`config.mk`:
```
export PLATFORM = sky130hd
export DESIGN_NAME = spi_burst_engine
export DESIGN_NICKNAME = d
export VERILOG_FILES = /design/src/rtl/spi_burst_pkg.sv /design/src/rtl/spi_burst_fifo.sv /design/src/rtl/spi_burst_shifter.sv /design/src/rtl/spi_burst_engine.sv
export SDC_FILE = /design/constraint.sdc
export NUM_CORES = 2
export LEC_CHECK = 0
export ABC_AREA = 0
export BUFFER_PORTS_ARGS = -buffer_cell sky130_fd_sc_hd__buf_4
export CORE_MARGIN = 2
export CORE_UTILIZATION = 55
export DETAILED_ROUTE_END_ITERATION = 6
export GPL_ROUTABILITY_DRIVEN = 1
export MAX_ROUTING_LAYER = met4
export PLACE_DENSITY = 0.76
export SETUP_SLACK_MARGIN = 0.2
export SLEW_MARGIN = 25
export SYNTH_ARGS = -nofsm -noshare
export SYNTH_HDL_FRONTEND = slang
export SYNTH_HIERARCHICAL = 1
export SYNTH_SLANG_ARGS = --single-unit
```
`constraint.sdc`:
```
create_clock -name clk -period 6.8 [get_ports clk]
set_clock_uncertainty 0.2 [all_clocks]
set_input_delay 0.34 -clock clk [delete_from_list [all_inputs] [get_ports clk]]
set_output_delay 0.34 -clock clk [all_outputs]
set_load 0.02 [all_outputs]
```
`src/rtl/spi_burst_pkg.sv`:
```
package spi_burst_pkg;
  localparam int unsigned BYTE_W = 8;

  typedef enum logic [1:0] {
    ENG_IDLE  = 2'd0,
    ENG_NEXT  = 2'd1,
    ENG_SHIFT = 2'd2
  } eng_state_t;

  function automatic logic [BYTE_W-1:0] flip_bits(input logic [BYTE_W-1:0] v);
    logic [BYTE_W-1:0] r;
    for (int i = 0; i < BYTE_W; i++) r[i] = v[BYTE_W-1-i];
    return r;
  endfunction
endpackage

```
`src/rtl/spi_burst_fifo.sv`:
```
module spi_burst_fifo #(
  parameter int unsigned DEPTH = 128,
  parameter int unsigned WIDTH = 8,
  localparam int unsigned AW = (DEPTH > 1) ? $clog2(DEPTH) : 1,
  localparam int unsigned CW = $clog2(DEPTH + 1)
) (
  input  logic             clk,
  input  logic             rst_n,
  input  logic             flush,
  input  logic             push,
  input  logic [WIDTH-1:0] wdata,
  output logic             full,
  input  logic             pop,
  output logic [WIDTH-1:0] rdata,
  output logic             empty,
  output logic [CW-1:0]    count
);
  logic [WIDTH-1:0] mem [DEPTH];
  logic [AW-1:0]    wptr, rptr;
  logic [CW-1:0]    cnt;
  logic             push_ok, pop_ok;

  assign push_ok = push && (cnt != CW'(DEPTH));
  assign pop_ok  = pop && (cnt != '0);

  always_ff @(posedge clk) begin
    if (push_ok && !flush) mem[wptr] <= wdata;
  end

  always_ff @(posedge clk or negedge rst_n) begin
    if (!rst_n) begin
      wptr <= '0;
      rptr <= '0;
      cnt  <= '0;
    end else if (flush) begin
      wptr <= '0;
      rptr <= '0;
      cnt  <= '0;
    end else begin
      if (push_ok) wptr <= (wptr == AW'(DEPTH - 1)) ? '0 : wptr + AW'(1);
      if (pop_ok)  rptr <= (rptr == AW'(DEPTH - 1)) ? '0 : rptr + AW'(1);
      cnt <= cnt + CW'(push_ok) - CW'(pop_ok);
    end
  end

  assign full  = (cnt == CW'(DEPTH));
  assign empty = (cnt == '0);
  assign rdata = mem[rptr];
  assign count = cnt;

  // an accepted push without a pop grows the fill by exactly one
  assert_fifo_fill_R10: assert property (@(posedge clk) disable iff (!rst_n)
    (push && !full && !pop && !flush) |=> (count == $past(count) + CW'(1)));

  // the head entry is held while nobody pops it
  assert_fifo_head_hold_R10: assert property (@(posedge clk) disable iff (!rst_n)
    (!empty && !pop && !flush) |=> $stable(rdata));
endmodule

```
`src/rtl/spi_burst_shifter.sv`:
```
module spi_burst_shifter
  import spi_burst_pkg::*;
#(
  parameter int unsigned HALF = 2
) (
  input  logic              clk,
  input  logic              rst_n,
  input  logic              load,
  input  logic [BYTE_W-1:0] load_byte,
  input  logic              cpha,
  input  logic              cpol,
  input  logic              lsb_first,
  input  logic              miso,
  output logic              sclk,
  output logic              mosi,
  output logic              active,
  output logic              byte_done,
  output logic [BYTE_W-1:0] rx_byte
);
  localparam int unsigned TW = (HALF > 1) ? $clog2(HALF) : 1;
  localparam int unsigned EW = $clog2(2 * BYTE_W);
  localparam logic [EW-1:0] LAST_EDGE = EW'(2 * BYTE_W - 1);

  logic [TW-1:0]     timer;
  logic [EW-1:0]     edge_n;
  logic              sclk_q, mosi_q, busy_q, done_q;
  logic [BYTE_W-1:0] tx_sr, rx_sr, ordered;
  logic              tick, leading, sample_now, drive_now;

  assign tick       = busy_q && (timer == TW'(HALF - 1));
  assign leading    = ~edge_n[0];
  assign sample_now = leading ^ cpha;
  assign drive_now  = cpha ? leading : (~leading && (edge_n != LAST_EDGE));
  assign ordered    = lsb_first ? flip_bits(load_byte) : load_byte;

  always_ff @(posedge clk or negedge rst_n) begin
    if (!rst_n) begin
      timer  <= '0;
      edge_n <= '0;
      sclk_q <= 1'b0;
      mosi_q <= 1'b0;
      busy_q <= 1'b0;
      done_q <= 1'b0;
      tx_sr  <= '0;
      rx_sr  <= '0;
    end else begin
      done_q <= 1'b0;
      if (load) begin
        busy_q <= 1'b1;
        timer  <= '0;
        edge_n <= '0;
        sclk_q <= cpol;
        if (!cpha) begin
          mosi_q <= ordered[BYTE_W-1];
          tx_sr  <= {ordered[BYTE_W-2:0], 1'b0};
        end else begin
          tx_sr  <= ordered;
        end
      end else if (tick) begin
        timer  <= '0;
        sclk_q <= ~sclk_q;
        edge_n <= edge_n + EW'(1);
        if (sample_now) rx_sr <= {rx_sr[BYTE_W-2:0], miso};
        if (drive_now) begin
          mosi_q <= tx_sr[BYTE_W-1];
          tx_sr  <= {tx_sr[BYTE_W-2:0], 1'b0};
        end
        if (edge_n == LAST_EDGE) begin
          busy_q <= 1'b0;
          done_q <= 1'b1;
        end
      end else if (busy_q) begin
        timer <= timer + TW'(1);
      end
    end
  end

  assign sclk      = busy_q ? sclk_q : cpol;
  assign mosi      = mosi_q;
  assign active    = busy_q;
  assign byte_done = done_q;
  assign rx_byte   = lsb_first ? flip_bits(rx_sr) : rx_sr;

  // after an even number of toggles a byte leaves the clock at its idle level
  assert_byte_ends_idle_R4: assert property (@(posedge clk) disable iff (!rst_n)
    done_q |-> (sclk_q == cpol));
endmodule

```
`src/rtl/spi_burst_engine.sv`:
```
module spi_burst_engine
  import spi_burst_pkg::*;
#(
  parameter int unsigned FIFO_DEPTH  = 128,
  parameter int unsigned CNT_W       = 24,
  parameter int unsigned NUM_CS      = 4,
  parameter int unsigned HALF_PERIOD = 2,
  localparam int unsigned LVL_W = $clog2(FIFO_DEPTH + 1),
  localparam int unsigned SEL_W = (NUM_CS > 1) ? $clog2(NUM_CS) : 1
) (
  input  logic              clk,
  input  logic              rst_n,
  input  logic              cfg_cpha,
  input  logic              cfg_cpol,
  input  logic              cfg_lsb_first,
  input  logic              cfg_discard,
  input  logic              cfg_cs_active_high,
  input  logic [SEL_W-1:0]  cfg_cs_sel,
  input  logic              cfg_cs_manual,
  input  logic              cfg_cs_level,
  input  logic [CNT_W-1:0]  burst_len,
  input  logic [CNT_W-1:0]  tx_len,
  input  logic              start,
  output logic              active,
  input  logic              tx_flush,
  input  logic              rx_flush,
  input  logic              tx_valid,
  output logic              tx_ready,
  input  logic [BYTE_W-1:0] tx_data,
  output logic              rx_valid,
  input  logic              rx_ready,
  output logic [BYTE_W-1:0] rx_data,
  output logic [LVL_W-1:0]  tx_level,
  output logic [LVL_W-1:0]  rx_level,
  input  logic              irq_en_done,
  input  logic              irq_en_ovf,
  input  logic              clr_done,
  input  logic              clr_ovf,
  output logic              done_flag,
  output logic              ovf_flag,
  output logic              irq,
  output logic              sclk,
  output logic              mosi,
  input  logic              miso,
  output logic [NUM_CS-1:0] cs_line
);
  eng_state_t        st;
  logic              busy;
  logic [CNT_W-1:0]  idx, total_q, txlen_q;
  logic              cpha_q, cpol_q, lsb_q, disc_q;
  logic              done_q, ovf_q;

  logic              tx_full, tx_empty, rx_full, rx_empty;
  logic [BYTE_W-1:0] tx_head, sh_byte, sh_rx;
  logic              tx_pop, rx_push, sh_load, sh_done, sh_active, sh_sclk, sh_mosi;
  logic              at_end, in_tx, want_tx, finish, step_done;

  assign at_end    = (idx == total_q);
  assign in_tx     = (idx < txlen_q);
  assign want_tx   = (st == ENG_NEXT) && !at_end && in_tx;
  assign tx_pop    = want_tx && !tx_empty;
  assign sh_load   = tx_pop || ((st == ENG_NEXT) && !at_end && !in_tx);
  assign sh_byte   = in_tx ? tx_head : '0;
  assign finish    = (st == ENG_NEXT) && at_end;
  assign step_done = (st == ENG_SHIFT) && sh_done;
  assign rx_push   = step_done && !(disc_q && in_tx);

  spi_burst_fifo #(.DEPTH(FIFO_DEPTH), .WIDTH(BYTE_W)) u_tx_q (
    .clk(clk), .rst_n(rst_n), .flush(tx_flush),
    .push(tx_valid), .wdata(tx_data), .full(tx_full),
    .pop(tx_pop), .rdata(tx_head), .empty(tx_empty), .count(tx_level)
  );

  spi_burst_fifo #(.DEPTH(FIFO_DEPTH), .WIDTH(BYTE_W)) u_rx_q (
    .clk(clk), .rst_n(rst_n), .flush(rx_flush),
    .push(rx_push), .wdata(sh_rx), .full(rx_full),
    .pop(rx_ready), .rdata(rx_data), .empty(rx_empty), .count(rx_level)
  );

  spi_burst_shifter #(.HALF(HALF_PERIOD)) u_shift (
    .clk(clk), .rst_n(rst_n), .load(sh_load), .load_byte(sh_byte),
    .cpha(cpha_q), .cpol(cpol_q), .lsb_first(lsb_q), .miso(miso),
    .sclk(sh_sclk), .mosi(sh_mosi), .active(sh_active),
    .byte_done(sh_done), .rx_byte(sh_rx)
  );

  always_ff @(posedge clk or negedge rst_n) begin
    if (!rst_n) begin
      st      <= ENG_IDLE;
      busy    <= 1'b0;
      idx     <= '0;
      total_q <= '0;
      txlen_q <= '0;
      cpha_q  <= 1'b0;
      cpol_q  <= 1'b0;
      lsb_q   <= 1'b0;
      disc_q  <= 1'b0;
    end else begin
      case (st)
        ENG_IDLE: if (start) begin
          busy    <= 1'b1;
          idx     <= '0;
          total_q <= burst_len;
          txlen_q <= tx_len;
          cpha_q  <= cfg_cpha;
          cpol_q  <= cfg_cpol;
          lsb_q   <= cfg_lsb_first;
          disc_q  <= cfg_discard;
          st      <= ENG_NEXT;
        end
        ENG_NEXT: begin
          if (finish) begin
            busy <= 1'b0;
            st   <= ENG_IDLE;
          end else if (sh_load) begin
            st <= ENG_SHIFT;
          end
        end
        ENG_SHIFT: if (sh_done) begin
          idx <= idx + CNT_W'(1);
          st  <= ENG_NEXT;
        end
        default: st <= ENG_IDLE;
      endcase
    end
  end

  always_ff @(posedge clk or negedge rst_n) begin
    if (!rst_n) begin
      done_q <= 1'b0;
      ovf_q  <= 1'b0;
    end else begin
      if (finish)        done_q <= 1'b1;
      else if (clr_done) done_q <= 1'b0;
      if (rx_push && rx_full) ovf_q <= 1'b1;
      else if (clr_ovf)       ovf_q <= 1'b0;
    end
  end

  for (genvar g = 0; g < NUM_CS; g++) begin : g_cs
    assign cs_line[g] = (cfg_cs_sel == SEL_W'(g))
                        ? (cfg_cs_manual ? cfg_cs_level
                                         : (busy ? cfg_cs_active_high : ~cfg_cs_active_high))
                        : ~cfg_cs_active_high;
  end

  assign active    = busy;
  assign tx_ready  = !tx_full;
  assign rx_valid  = !rx_empty;
  assign done_flag = done_q;
  assign ovf_flag  = ovf_q;
  assign irq       = (done_q & irq_en_done) | (ovf_q & irq_en_ovf);
  assign sclk      = busy ? sh_sclk : cfg_cpol;
  assign mosi      = busy ? sh_mosi : 1'b0;

  // the burst never ends without raising the done flag
  assert_done_at_end_R2: assert property (@(posedge clk) disable iff (!rst_n)
    $fell(busy) |-> done_flag);

  // a byte refused by a full receive queue leaves the overflow flag set
  assert_drop_sets_ovf_R7: assert property (@(posedge clk) disable iff (!rst_n)
    (rx_push && rx_full) |=> ovf_flag);

  // in automatic mode exactly one line is active during a burst
  assert_cs_single_R9: assert property (@(posedge clk) disable iff (!rst_n)
    (busy && !cfg_cs_manual) |-> ($countones(cs_line ^ {NUM_CS{~cfg_cs_active_high}}) == 1));

  // a starved transmit phase does not move the serial clock
  assert_stall_holds_clock_R11: assert property (@(posedge clk) disable iff (!rst_n)
    (want_tx && tx_empty) |=> $stable(sclk));

  // the shifter is never reloaded while a byte is still in flight
  assert_no_reload_R3: assert property (@(posedge clk) disable iff (!rst_n)
    sh_active |-> !sh_load);
endmodule

```
==> flow_summary.yaml <==
logic_synthesis:
  yosys_register_bits: 2198
  syn_inst: 4694
  synth-compound-area-share: 0.0482
  synth_top_area_share: 0.700
  ys_seq_area_frac: 0.742
  synth_area_um2: 87900
  synthAdderAreaFrac: 0.00800
  yosys.area_share.simple: 0.0371
  synth_xor_area_frac: 0.00718
  synth_area_leaders: "edfxtp_1, mux4_2, dfrtp_1"
  muxShareOfSynthArea: 0.137
  syn_nets: 4826
  synth-main-ff-cell: "edfxtp_1"
  synth_edf_count: 2048
  netlist-cell-type-count: 79
  ys_async_sr_fraction: 0.0682
  yosysWarningCount: 6
  synth_top_family_by_area: "multiplexers"
  avgSynthCellArea_um2: 18.7
  yosysTopAreaCell: "edfxtp_1"
place:
  place.detailed.hpwl_mm: 124
  port_buffers: 112
  gp_routability_congestion: 0.930
setup_path:
  start_kind: "register"
  reg2reg_slack_ps: 1540
  path_cells: "and2_1 > buf_4 > nand2_1 > o221ai_1 > a211oi_1 > a211oi_1 > o32a_1 > buf_4"
  crit_slowest_cell: "dfrtp_1"
  cp_data_arrival_time_ps: 4800
  critical_path_class: "reg -> out"
  critPathCaptureType: "output pin"
  max_stage_delay_ps: 840
  path_max_fanout: 25
  cp.required_ps: 6260
floorplan:
  die_w_um: 404
  dieArea_um2: 163000
  io_pins: 113
  row_count: 146
  die_h_um: 404
  start_util: 0.554
  core-area_um2: 159000
pwr:
  vdd_drop_max_mv: 0.307
  p_per_area_nw_per_um2: 354
  leakage_uw: 0.0311
route:
  first_pass_iters: 6
  drc: 0
  wire_per_inst_um: 28.8
  drt_iter0_markers: 6371
  vias_per_cell: 6.49
  vias: 46500
  drt-total-wl_mm: 207
  ant_nets: 0
global_routing:
  grt_pass1_wl_mm: 306
  grt_pass1_vias: 46200
  grt_overflow: 0
  grt_use_total: 0.261
  antenna_found_initial: 3
  grt_max_degree: 105
outcome:
  status: "finished clean"
sta:
  fmax_mhz: 187
  finalHoldViolCount: 0
  min_period_over_period: 0.785
  worst_pin_slew_ps: 1170
  setup-tns-final_ps: 0
  slew_violations: 0
  slew_headroom: 0.218
  rsz0062_at_grt: "no"
  min_period_ps: 5340
  setup_violations: 0
cells_and_area:
  utilization: 0.620
  mostFrequentLayoutCells: "edfxtp_1, mux4_2, nor2_1"
  drive_above_1_share: 0.192
  nNetsFinal: 5052
  fillers: 10700
  layout_commonest_cell: "edfxtp_1"
  area_growth_pct: 11.8
cts:
  cts_setup_buffers: 0
  clkTransAtPathRegs_ps: 60
  hold_buffers: 73
  cts.sinks: 2198
  cts_buffers: 211
  clock_latency_ps: 840
  root_buffer: "clkbuf_16"
  cts_max_path_buffers: 3
  cts_tree: "done"
  cts_resized: 0
  htree_num_levels: 4
job:
  maxCapViolations: 0
min_path:
  hp-class: "in -> reg"
[worst max-delay path: cells and delay by family, from the launching register on]
family	cells	cell delay, ps
compound gates	4	1650
buf+inv	2	610
simple gates	2	820
flops	1	840
[synth_stat cells (36+ instances only)]
master       n
a21oi_1     84
a211oi_1    82
edfxtp_1  2048
nand2_1    174
o21ai_0     71
mux4_2     380
mux2_2      54
inv_1       69
buf_6       36
nand3_1     55
nor2_1     348
dfrtp_1    150
clkbuf_1   114
mux2i_1    287
ha_1        53
xnor2_1     41
a22o_1      53
a22oi_1    114
o22ai_1     37
buf_2       72
[metal layers]
layer  up-vias  GRT usage  part of all wire
met5         -          -                 0
met4         0     0.0774             0.029
met3       397     0.0579              0.10
met2      2630      0.396              0.48
met1     24100      0.359              0.39
li1      19400          -                 -
[kinds of logic after synthesis]
logic type	Yosys count
xor gates and xnor gates	72
and+or+nand+nor	724
adders and majority gates	55
buffers and inverters	328
AOI/OAI and AO/OA	594
DFF	2198
muxes	723
[area by class of cell]
cell class	count	area, µm²	share of cell area
antenna	6	15.0	0.000153
inverter	69	259	0.00264
tap	2072	2590	0.0264
clock buffer	255	5480	0.0557
multi-input combinational	2168	21000	0.214
sequential	2198	65300	0.664
timing repair buffer	272	2340	0.0239
clock inverter	134	1270	0.0129
[metrics by stage]
stage	instances	power (µW)	area, µm²	hold WS (ps)	worst slack (ps)
6_report	7174	34800	98200	80.9	1460
5_1_grt	7170	36000	98200	49.4	1230
4_1_cts	7168	34900	98200	10.2	1510
3_5_place_dp	6706	23600	90700	223	1650
3_3_place_gp	6706	23500	90700	218	1770
2_1_floorplan	4694	21400	87900	-156	2660
[power by group]
group	leakage, µW	internal (µW)	switching, µW
clock	0.00328	6370	5000
sequential	0.0204	16500	363
combinational	0.00746	2340	4170
total	0.0311	25200	9530
[registers in the layout (all words and copies together), names as in the netlist, 24 cells and up]
signal / flops
idx: 24
total_q: 24
txlen_q: 24
u_rx_q/mem: 1024
u_tx_q/mem: 1024
[worst paths after layout]
| kind | start | endpoint | depth (start not counted) |
|---|---|---|---|
| setup / recovery | u_rx_q/rptr[3] | rx_data[1] | 8 |
| hold / removal | tx_len[11] | txlen_q[11] | 4 |
| setup reg to reg | idx[22] | u_rx_q/mem[6][0] | 15 |
| hold reg to reg | u_shift/tx_sr[3] | u_shift/tx_sr[3] | 2 |
| max in group asynchronous | rst_n | u_rx_q/rptr[1] | 4 |
| min in group asynchronous | rst_n | txlen_q[13] | 4 |
No activity file was read; power rests on OpenSTA's default activity.
